==> config.mk <==
export PLATFORM = sky130hd
export DESIGN_NAME = frame_wb_dma
export DESIGN_NICKNAME = d
export VERILOG_FILES = /design/src/rtl/fwb_pkg.sv /design/src/rtl/fwb_regs.sv /design/src/rtl/fwb_engine.sv /design/src/rtl/frame_wb_dma.sv
export SDC_FILE = /design/constraint.sdc
export NUM_CORES = 1
export LEC_CHECK = 0
export ABC_AREA = 0
export BUFFER_PORTS_ARGS = -buffer_cell sky130_fd_sc_hd__buf_4
export CORE_ASPECT_RATIO = 0.7
export CORE_MARGIN = 4
export CORE_UTILIZATION = 60
export CTS_BUF_LIST = sky130_fd_sc_hd__clkbuf_16
export CTS_CLUSTER_SIZE = 20
export DETAILED_ROUTE_END_ITERATION = 10
export PLACE_DENSITY = 0.9
export SYNTH_ARGS = -nofsm -noshare
export SYNTH_HDL_FRONTEND = slang
export SYNTH_SLANG_ARGS = --single-unit
==> constraint.sdc <==
create_clock -name clk_i -period 3.16 [get_ports clk_i]
set_input_delay 0 -clock clk_i [delete_from_list [all_inputs] [get_ports clk_i]]
set_output_delay 0 -clock clk_i [all_outputs]
set_load 0.01 [all_outputs]
==> src/rtl/fwb_pkg.sv <==
`timescale 1ns/1ps
package fwb_pkg;
  localparam int REG_W = 32;
  localparam int OFS_W = 5;

  localparam logic [OFS_W-1:0] OFS_BASE  = 5'h00;
  localparam logic [OFS_W-1:0] OFS_PITCH = 5'h04;
  localparam logic [OFS_W-1:0] OFS_DIM   = 5'h08;
  localparam logic [OFS_W-1:0] OFS_CTRL  = 5'h0C;
  localparam logic [OFS_W-1:0] OFS_PROG  = 5'h10;

  localparam int CB_GO    = 0;
  localparam int CB_BUSY  = 1;
  localparam int CB_IE    = 2;
  localparam int CB_ABORT = 14;
  localparam int CB_PD    = 21;

  localparam logic [7:0] ID_MAGIC = 8'h54;
  localparam logic [1:0] ID_REV   = 2'h1;

  typedef struct packed {
    logic [REG_W-1:0] base;
    logic [REG_W-1:0] pitch;
    logic [15:0]      height;
    logic [15:0]      width;
  } frame_cfg_t;
endpackage

==> src/rtl/fwb_regs.sv <==
`timescale 1ns/1ps
module fwb_regs
  import fwb_pkg::*;
#(
  parameter int CW = 16
) (
  input  logic              clk_i,
  input  logic              rst_ni,
  input  logic              we_i,
  input  logic [OFS_W-1:0]  addr_i,
  input  logic [REG_W-1:0]  wdata_i,
  output logic [REG_W-1:0]  rdata_o,
  input  logic              busy_i,
  input  logic              fin_i,
  input  logic [CW-1:0]     progress_i,
  output frame_cfg_t        cfg_o,
  output logic              start_o,
  output logic              abort_o,
  output logic              pd_o,
  output logic              irq_o
);
  frame_cfg_t cfg_q;
  logic       ie_q, pd_q, irq_q;
  logic       ctrl_wr;

  assign ctrl_wr = we_i && (addr_i == OFS_CTRL);
  // start honours the power-down state held before this write
  assign start_o = ctrl_wr && wdata_i[CB_GO] && !busy_i && !pd_q &&
                   (cfg_q.width != '0) && (cfg_q.height != '0);
  assign abort_o = ctrl_wr && wdata_i[CB_ABORT] && busy_i;

  always_ff @(posedge clk_i or negedge rst_ni) begin
    if (!rst_ni) begin
      cfg_q <= '0;
      ie_q  <= 1'b0;
      pd_q  <= 1'b0;
      irq_q <= 1'b0;
    end else begin
      if (we_i) begin
        unique case (addr_i)
          OFS_BASE:  cfg_q.base  <= {wdata_i[REG_W-1:2], 2'b00};
          OFS_PITCH: cfg_q.pitch <= {wdata_i[REG_W-1:4], 4'h0};
          OFS_DIM:   {cfg_q.height, cfg_q.width} <= wdata_i;
          OFS_CTRL: begin
            ie_q <= wdata_i[CB_IE];
            pd_q <= wdata_i[CB_PD];
          end
          default: ;
        endcase
      end
      if (ctrl_wr && !wdata_i[CB_IE]) irq_q <= 1'b0;
      else if (fin_i && ie_q)         irq_q <= 1'b1;
    end
  end

  logic [REG_W-1:0] ctrl_rd;
  always_comb begin
    ctrl_rd          = '0;
    ctrl_rd[31:24]   = ID_MAGIC;
    ctrl_rd[23:22]   = ID_REV;
    ctrl_rd[CB_PD]   = pd_q;
    ctrl_rd[CB_IE]   = ie_q;
    ctrl_rd[CB_BUSY] = busy_i;
  end

  always_comb begin
    unique case (addr_i)
      OFS_BASE:  rdata_o = cfg_q.base;
      OFS_PITCH: rdata_o = cfg_q.pitch;
      OFS_DIM:   rdata_o = {cfg_q.height, cfg_q.width};
      OFS_CTRL:  rdata_o = ctrl_rd;
      OFS_PROG:  rdata_o = REG_W'(progress_i);
      default:   rdata_o = '0;
    endcase
  end

  assign cfg_o = cfg_q;
  assign pd_o  = pd_q;
  assign irq_o = irq_q;
endmodule

==> src/rtl/fwb_engine.sv <==
`timescale 1ns/1ps
module fwb_engine
  import fwb_pkg::*;
#(
  parameter int DW = 32,
  parameter int CW = 16
) (
  input  logic             clk_i,
  input  logic             rst_ni,
  input  frame_cfg_t       cfg_i,
  input  logic             start_i,
  input  logic             abort_i,
  input  logic             pix_valid_i,
  input  logic [DW-1:0]    pix_data_i,
  output logic             pix_ready_o,
  output logic             mem_req_o,
  output logic [REG_W-1:0] mem_addr_o,
  output logic [DW-1:0]    mem_data_o,
  input  logic             mem_ready_i,
  output logic             busy_o,
  output logic             fin_o,
  output logic [CW-1:0]    progress_o
);
  localparam int          BPW  = DW / 8;
  localparam logic [CW-1:0] ONE = CW'(1);

  logic             busy_q;
  logic [CW-1:0]    x_q, y_q, w_q, h_q, prog_q;
  logic [REG_W-1:0] line_q, addr_q, pitch_q;
  logic             accept, eol, eof;

  assign mem_req_o   = busy_q && pix_valid_i;
  assign pix_ready_o = busy_q && mem_ready_i;
  assign mem_addr_o  = addr_q;
  assign mem_data_o  = pix_data_i;
  assign accept      = mem_req_o && mem_ready_i;
  assign eol         = (x_q == w_q - ONE);
  assign eof         = eol && (y_q == h_q - ONE);
  assign fin_o       = busy_q && (abort_i || (accept && eof));

  always_ff @(posedge clk_i or negedge rst_ni) begin
    if (!rst_ni) begin
      busy_q  <= 1'b0;
      x_q     <= '0;
      y_q     <= '0;
      w_q     <= '0;
      h_q     <= '0;
      prog_q  <= '0;
      line_q  <= '0;
      addr_q  <= '0;
      pitch_q <= '0;
    end else if (start_i) begin
      busy_q  <= 1'b1;
      x_q     <= '0;
      y_q     <= '0;
      w_q     <= cfg_i.width[CW-1:0];
      h_q     <= cfg_i.height[CW-1:0];
      prog_q  <= '0;
      line_q  <= cfg_i.base;
      addr_q  <= cfg_i.base;
      pitch_q <= cfg_i.pitch;
    end else if (abort_i) begin
      busy_q <= 1'b0;
    end else if (accept) begin
      if (eol) begin
        x_q    <= '0;
        y_q    <= y_q + ONE;
        line_q <= line_q + pitch_q;
        addr_q <= line_q + pitch_q;
        prog_q <= prog_q + ONE;
        if (eof) busy_q <= 1'b0;
      end else begin
        x_q    <= x_q + ONE;
        addr_q <= addr_q + REG_W'(BPW);
      end
    end
  end

  assign busy_o     = busy_q;
  assign progress_o = prog_q;
endmodule

==> src/rtl/frame_wb_dma.sv <==
`timescale 1ns/1ps
module frame_wb_dma
  import fwb_pkg::*;
#(
  parameter int DW = 32,
  parameter int CW = 16
) (
  input  logic              clk_i,
  input  logic              rst_ni,
  input  logic              reg_we_i,
  input  logic [4:0]        reg_addr_i,
  input  logic [31:0]       reg_wdata_i,
  output logic [31:0]       reg_rdata_o,
  input  logic              pix_valid_i,
  input  logic [DW-1:0]     pix_data_i,
  output logic              pix_ready_o,
  output logic              mem_req_o,
  output logic [31:0]       mem_addr_o,
  output logic [DW-1:0]     mem_data_o,
  input  logic              mem_ready_i,
  output logic              irq_o
);
  frame_cfg_t    cfg;
  logic          start, abort, busy, fin, pd;
  logic [CW-1:0] progress;

  fwb_regs #(.CW(CW)) u_regs (
    .clk_i      (clk_i),
    .rst_ni     (rst_ni),
    .we_i       (reg_we_i),
    .addr_i     (reg_addr_i),
    .wdata_i    (reg_wdata_i),
    .rdata_o    (reg_rdata_o),
    .busy_i     (busy),
    .fin_i      (fin),
    .progress_i (progress),
    .cfg_o      (cfg),
    .start_o    (start),
    .abort_o    (abort),
    .pd_o       (pd),
    .irq_o      (irq_o)
  );

  fwb_engine #(.DW(DW), .CW(CW)) u_engine (
    .clk_i       (clk_i),
    .rst_ni      (rst_ni),
    .cfg_i       (cfg),
    .start_i     (start),
    .abort_i     (abort),
    .pix_valid_i (pix_valid_i),
    .pix_data_i  (pix_data_i),
    .pix_ready_o (pix_ready_o),
    .mem_req_o   (mem_req_o),
    .mem_addr_o  (mem_addr_o),
    .mem_data_o  (mem_data_o),
    .mem_ready_i (mem_ready_i),
    .busy_o      (busy),
    .fin_o       (fin),
    .progress_o  (progress)
  );
endmodule

==> impl_metrics.json <==
{
  "insertion_delay_ps": 550,
  "place_ws_ps": 3.57,
  "syn-num-nets": 1765,
  "tightestPinTransition_ps": 978,
  "power_density_nw_per_um2": 453,
  "via_per_inst": 6.65,
  "ys_async_sr_fraction_pct": 100,
  "wire_per_inst_um": 22.9,
  "ff2ff_path_depth": 9,
  "setup-violations-final": 0,
  "synth_top_cell_by_area": "dfrtp_1",
  "hold_viol": 0,
  "grt_use_met3_pct": 9.11,
  "antenna_found_initial": 1,
  "hold_class": "input pin to output port",
  "first_iter_violations": 1847,
  "ant_nets": 0,
  "reg2reg_to": "u_engine.y_q[15]",
  "drv_slew": 0,
  "cp_top_family": "simple AND/OR/NAND/NOR gates",
  "worst_slack_ps": 31.8,
  "ys_ff_latch": 263,
  "critPathKind": "flop to flop",
  "synth-edff-count": 0,
  "ios": 173,
  "synth_warnings": 0,
  "fin_skew_ps": 10.5,
  "dpl.cell_count": 2021,
  "chipHeight_um": 142,
  "synth_commonest_cells": "nand2_1 (297), dfrtp_1 (263), nor2_1 (111)",
  "grt_overflow": 0,
  "cts_made_buffers": 26,
  "instances_no_fill": 2106,
  "worstHoldPathCells": 0,
  "vias": 14000,
  "crit_required_ps": 3630,
  "status": "complete, no violations",
  "syn-mean-instance-area_um2": 9.28,
  "max_stage_delay_ps": 560,
  "dp_hpwl_um": 33100,
  "fin_tns_setup_ps": 0,
  "max_cap_violations": 0,
  "critical_path_buf_inv_count": 1,
  "cts_buffer_depth": 3,
  "final_design_area_no_fill_um2": 17700,
  "routed_wl_um": 48200,
  "fin_crit_sh_pct": 99.0,
  "drtPass1Iterations": 6,
  "min_period_ps": 3130,
  "final_nets": 1868,
  "cts_tree": "built",
  "grt_util_met2_pct": 49.5,
  "reg2reg_slack_ps": 30,
  "timing.hold.ws_ps": 0.00391,
  "start_util_pct": 61.7,
  "yosys_most_used_dff": "dfrtp_1",
  "grtUsageMet1_pct": 47.0,
  "yosysMostFrequentCell": "nand2_1",
  "synth_cells": 1657,
  "fp.coreArea_um2": 24900,
  "cts_sinks": 263,
  "min-delay-start": "pix_data_i[10]",
  "cpMaxStageDelayCell": "or4_1",
  "worstHoldEndpoint": "mem_data_o[10]",
  "grt_pass1_vias": 13400,
  "yosys-top-cells-area": "dfrtp_1 (43%), nand2_1 (7.2%), mux2_2 (7.0%)",
  "drive_above_1_share_pct": 18.5,
  "htreeDepth": 1,
  "ys_seq_area_share_pct": 42.8,
  "synthToLayoutAreaGrowth_pct": 15.3,
  "track_usage_pct": 33.0,
  "port_buffers": 108,
  "cts-root-buf": "clkbuf_16",
  "fillers": 1737,
  "drc": 0,
  "placedInstanceArea_um2": 16500,
  "cp_max_fo": 7,
  "dieArea_um2": 28300,
  "crit_chain": "nor4_4, buf_4, and4_1, a21boi_1, nor2_1, a21oi_2, nand4_1, or4_1, a21oi_1",
  "vdd_ir_drop_max_mv": 0.460,
  "crit_arrival_ps": 3600,
  "syn_area_um2": 15400,
  "grt_max_degree": 105,
  "fmax_mhz": 320,
  "grt_pass1_wl_um": 74100,
  "relSlewSlack_pct": 34.7,
  "yosysUniqueCellTypes": 78,
  "gp_congestion": 0.966,
  "die_w_um": 199,
  "synth_top_area_share_pct": 42.8,
  "busiest_layer": "met2",
  "cp-end-kind": "flop",
  "start_kind": "flop",
  "p_leak_uw": 0.00857,
  "rows": 48,
  "path_clk_slew_ps": 60,
  "worst_r2r_startpoint": "u_engine.w_q[5]"
}
==> cells by family after synthesis <==
| group | Yosys count | share of synthesized area, % |
|---|---|---|
| compound gates | 309 | 13.2 |
| fa+ha+maj | 34 | 2.81 |
| buf+inv | 140 | 4.32 |
| xor+xnor | 100 | 5.69 |
| simple gates | 659 | 20.4 |
| mux | 152 | 10.7 |
| flops | 263 | 42.8 |
==> cell type report <==
class | instances | area (µm²) | area share, %
tap | 325 | 407 | 2.29
antenna | 1 | 2.50 | 0.0141
clock buffer | 27 | 676 | 3.81
multi-input combinational | 1256 | 8250 | 46.5
inverter | 20 | 75.1 | 0.423
sequential | 263 | 6580 | 37.1
timing repair buffer | 193 | 1610 | 9.05
clock inverter | 21 | 140 | 0.790
==> worst register-to-register path: cells and delay by family (launching register included) <==
kind / cells / cell delay [ps]
AO/OA/AOI/OAI: 3 / 790
buffers and inverters: 1 / 190
flip-flops: 1 / 470
AND/OR/NAND/NOR: 5 / 1600
==> where the power goes <==
| part | switching [µW] | total (µW) | internal, µW | leakage [µW] |
|---|---|---|---|---|
| combinational | 460 | 934 | 474 | 0.00465 |
| sequential | 378 | 4030 | 3650 | 0.00351 |
| clock | 1370 | 3070 | 1700 | 0.000418 |
==> layout by cell type (no fill, tap or decap), drive strengths merged, types with 13 or more instances in the layout <==
master	count
nand2	297
dfrtp	263
buf	160
nor2	111
mux2	95
o21ai	72
xnor2	67
a21oi	65
mux2i	56
nand3	48
nor3	38
a31oi	37
xor2	33
dlygate4sd3	33
ha	33
clkbuf	27
inv	25
or3	24
nand4	24
and3	24
o211ai	23
nor4	19
a22o	16
clkinv	13
==> metal layers <==
layer  share of wire (%)  vias up
li1                    -     6103
met1                  40     6790
met2                  44      975
met3                  12      144
met4                 3.3        0
met5                   0        -
==> worst max-delay path by stage <==
stage / from / end / slack (ps) / cells after the start
final: u_engine.w_q[5] / u_engine.y_q[15] / 30 / 9
after global routing: u_engine.w_q[5] / u_engine.y_q[15] / -7 / 9
after CTS: u_engine.w_q[0] / u_engine.mem_addr_o[22] / 50 / 12
after detailed placement: u_engine.w_q[0] / u_engine.progress_o[11] / 4 / 10
after global placement: u_engine.w_q[0] / u_engine.progress_o[11] / 140 / 11
after floorplan: u_engine.h_q[0] / u_engine.busy_o / 350 / 10
==> stage by stage <==
stage / total power [µW] / utilization [%]
CTS: 7990 / 70.8
detailed placement: 4930 / 66.1
finish: 8030 / 71.1
global route: 8260 / 71.1
floorplan: 4510 / -
global placement: 4870 / 66.1
==> timing repair <==
action / CTS / global route
endpoints found under the hold margin: 194 / 0
cloned: 1 / 1
setup buffers: 0 / 1
setup endpoints to repair: 6 / 50
pin swaps: 0 / 1
hold buffers: 33 / 0
resized for setup: 1 / 15
==> registers in the layout, summed over array words and instances (netlist names) <==
signal and cells:
u_regs.ie_q 1, u_regs.cfg_o 90, u_engine.busy_o 1, u_regs.pd_o 1
u_regs.irq_o 1, u_engine.y_q 16, u_engine.h_q 16, u_engine.w_q 16
u_engine.progress_o 16, u_engine.pitch_q 28, u_engine.x_q 16, u_engine.mem_addr_o 31
u_engine.line_q 30
No activity file was read; power rests on OpenSTA's default activity.
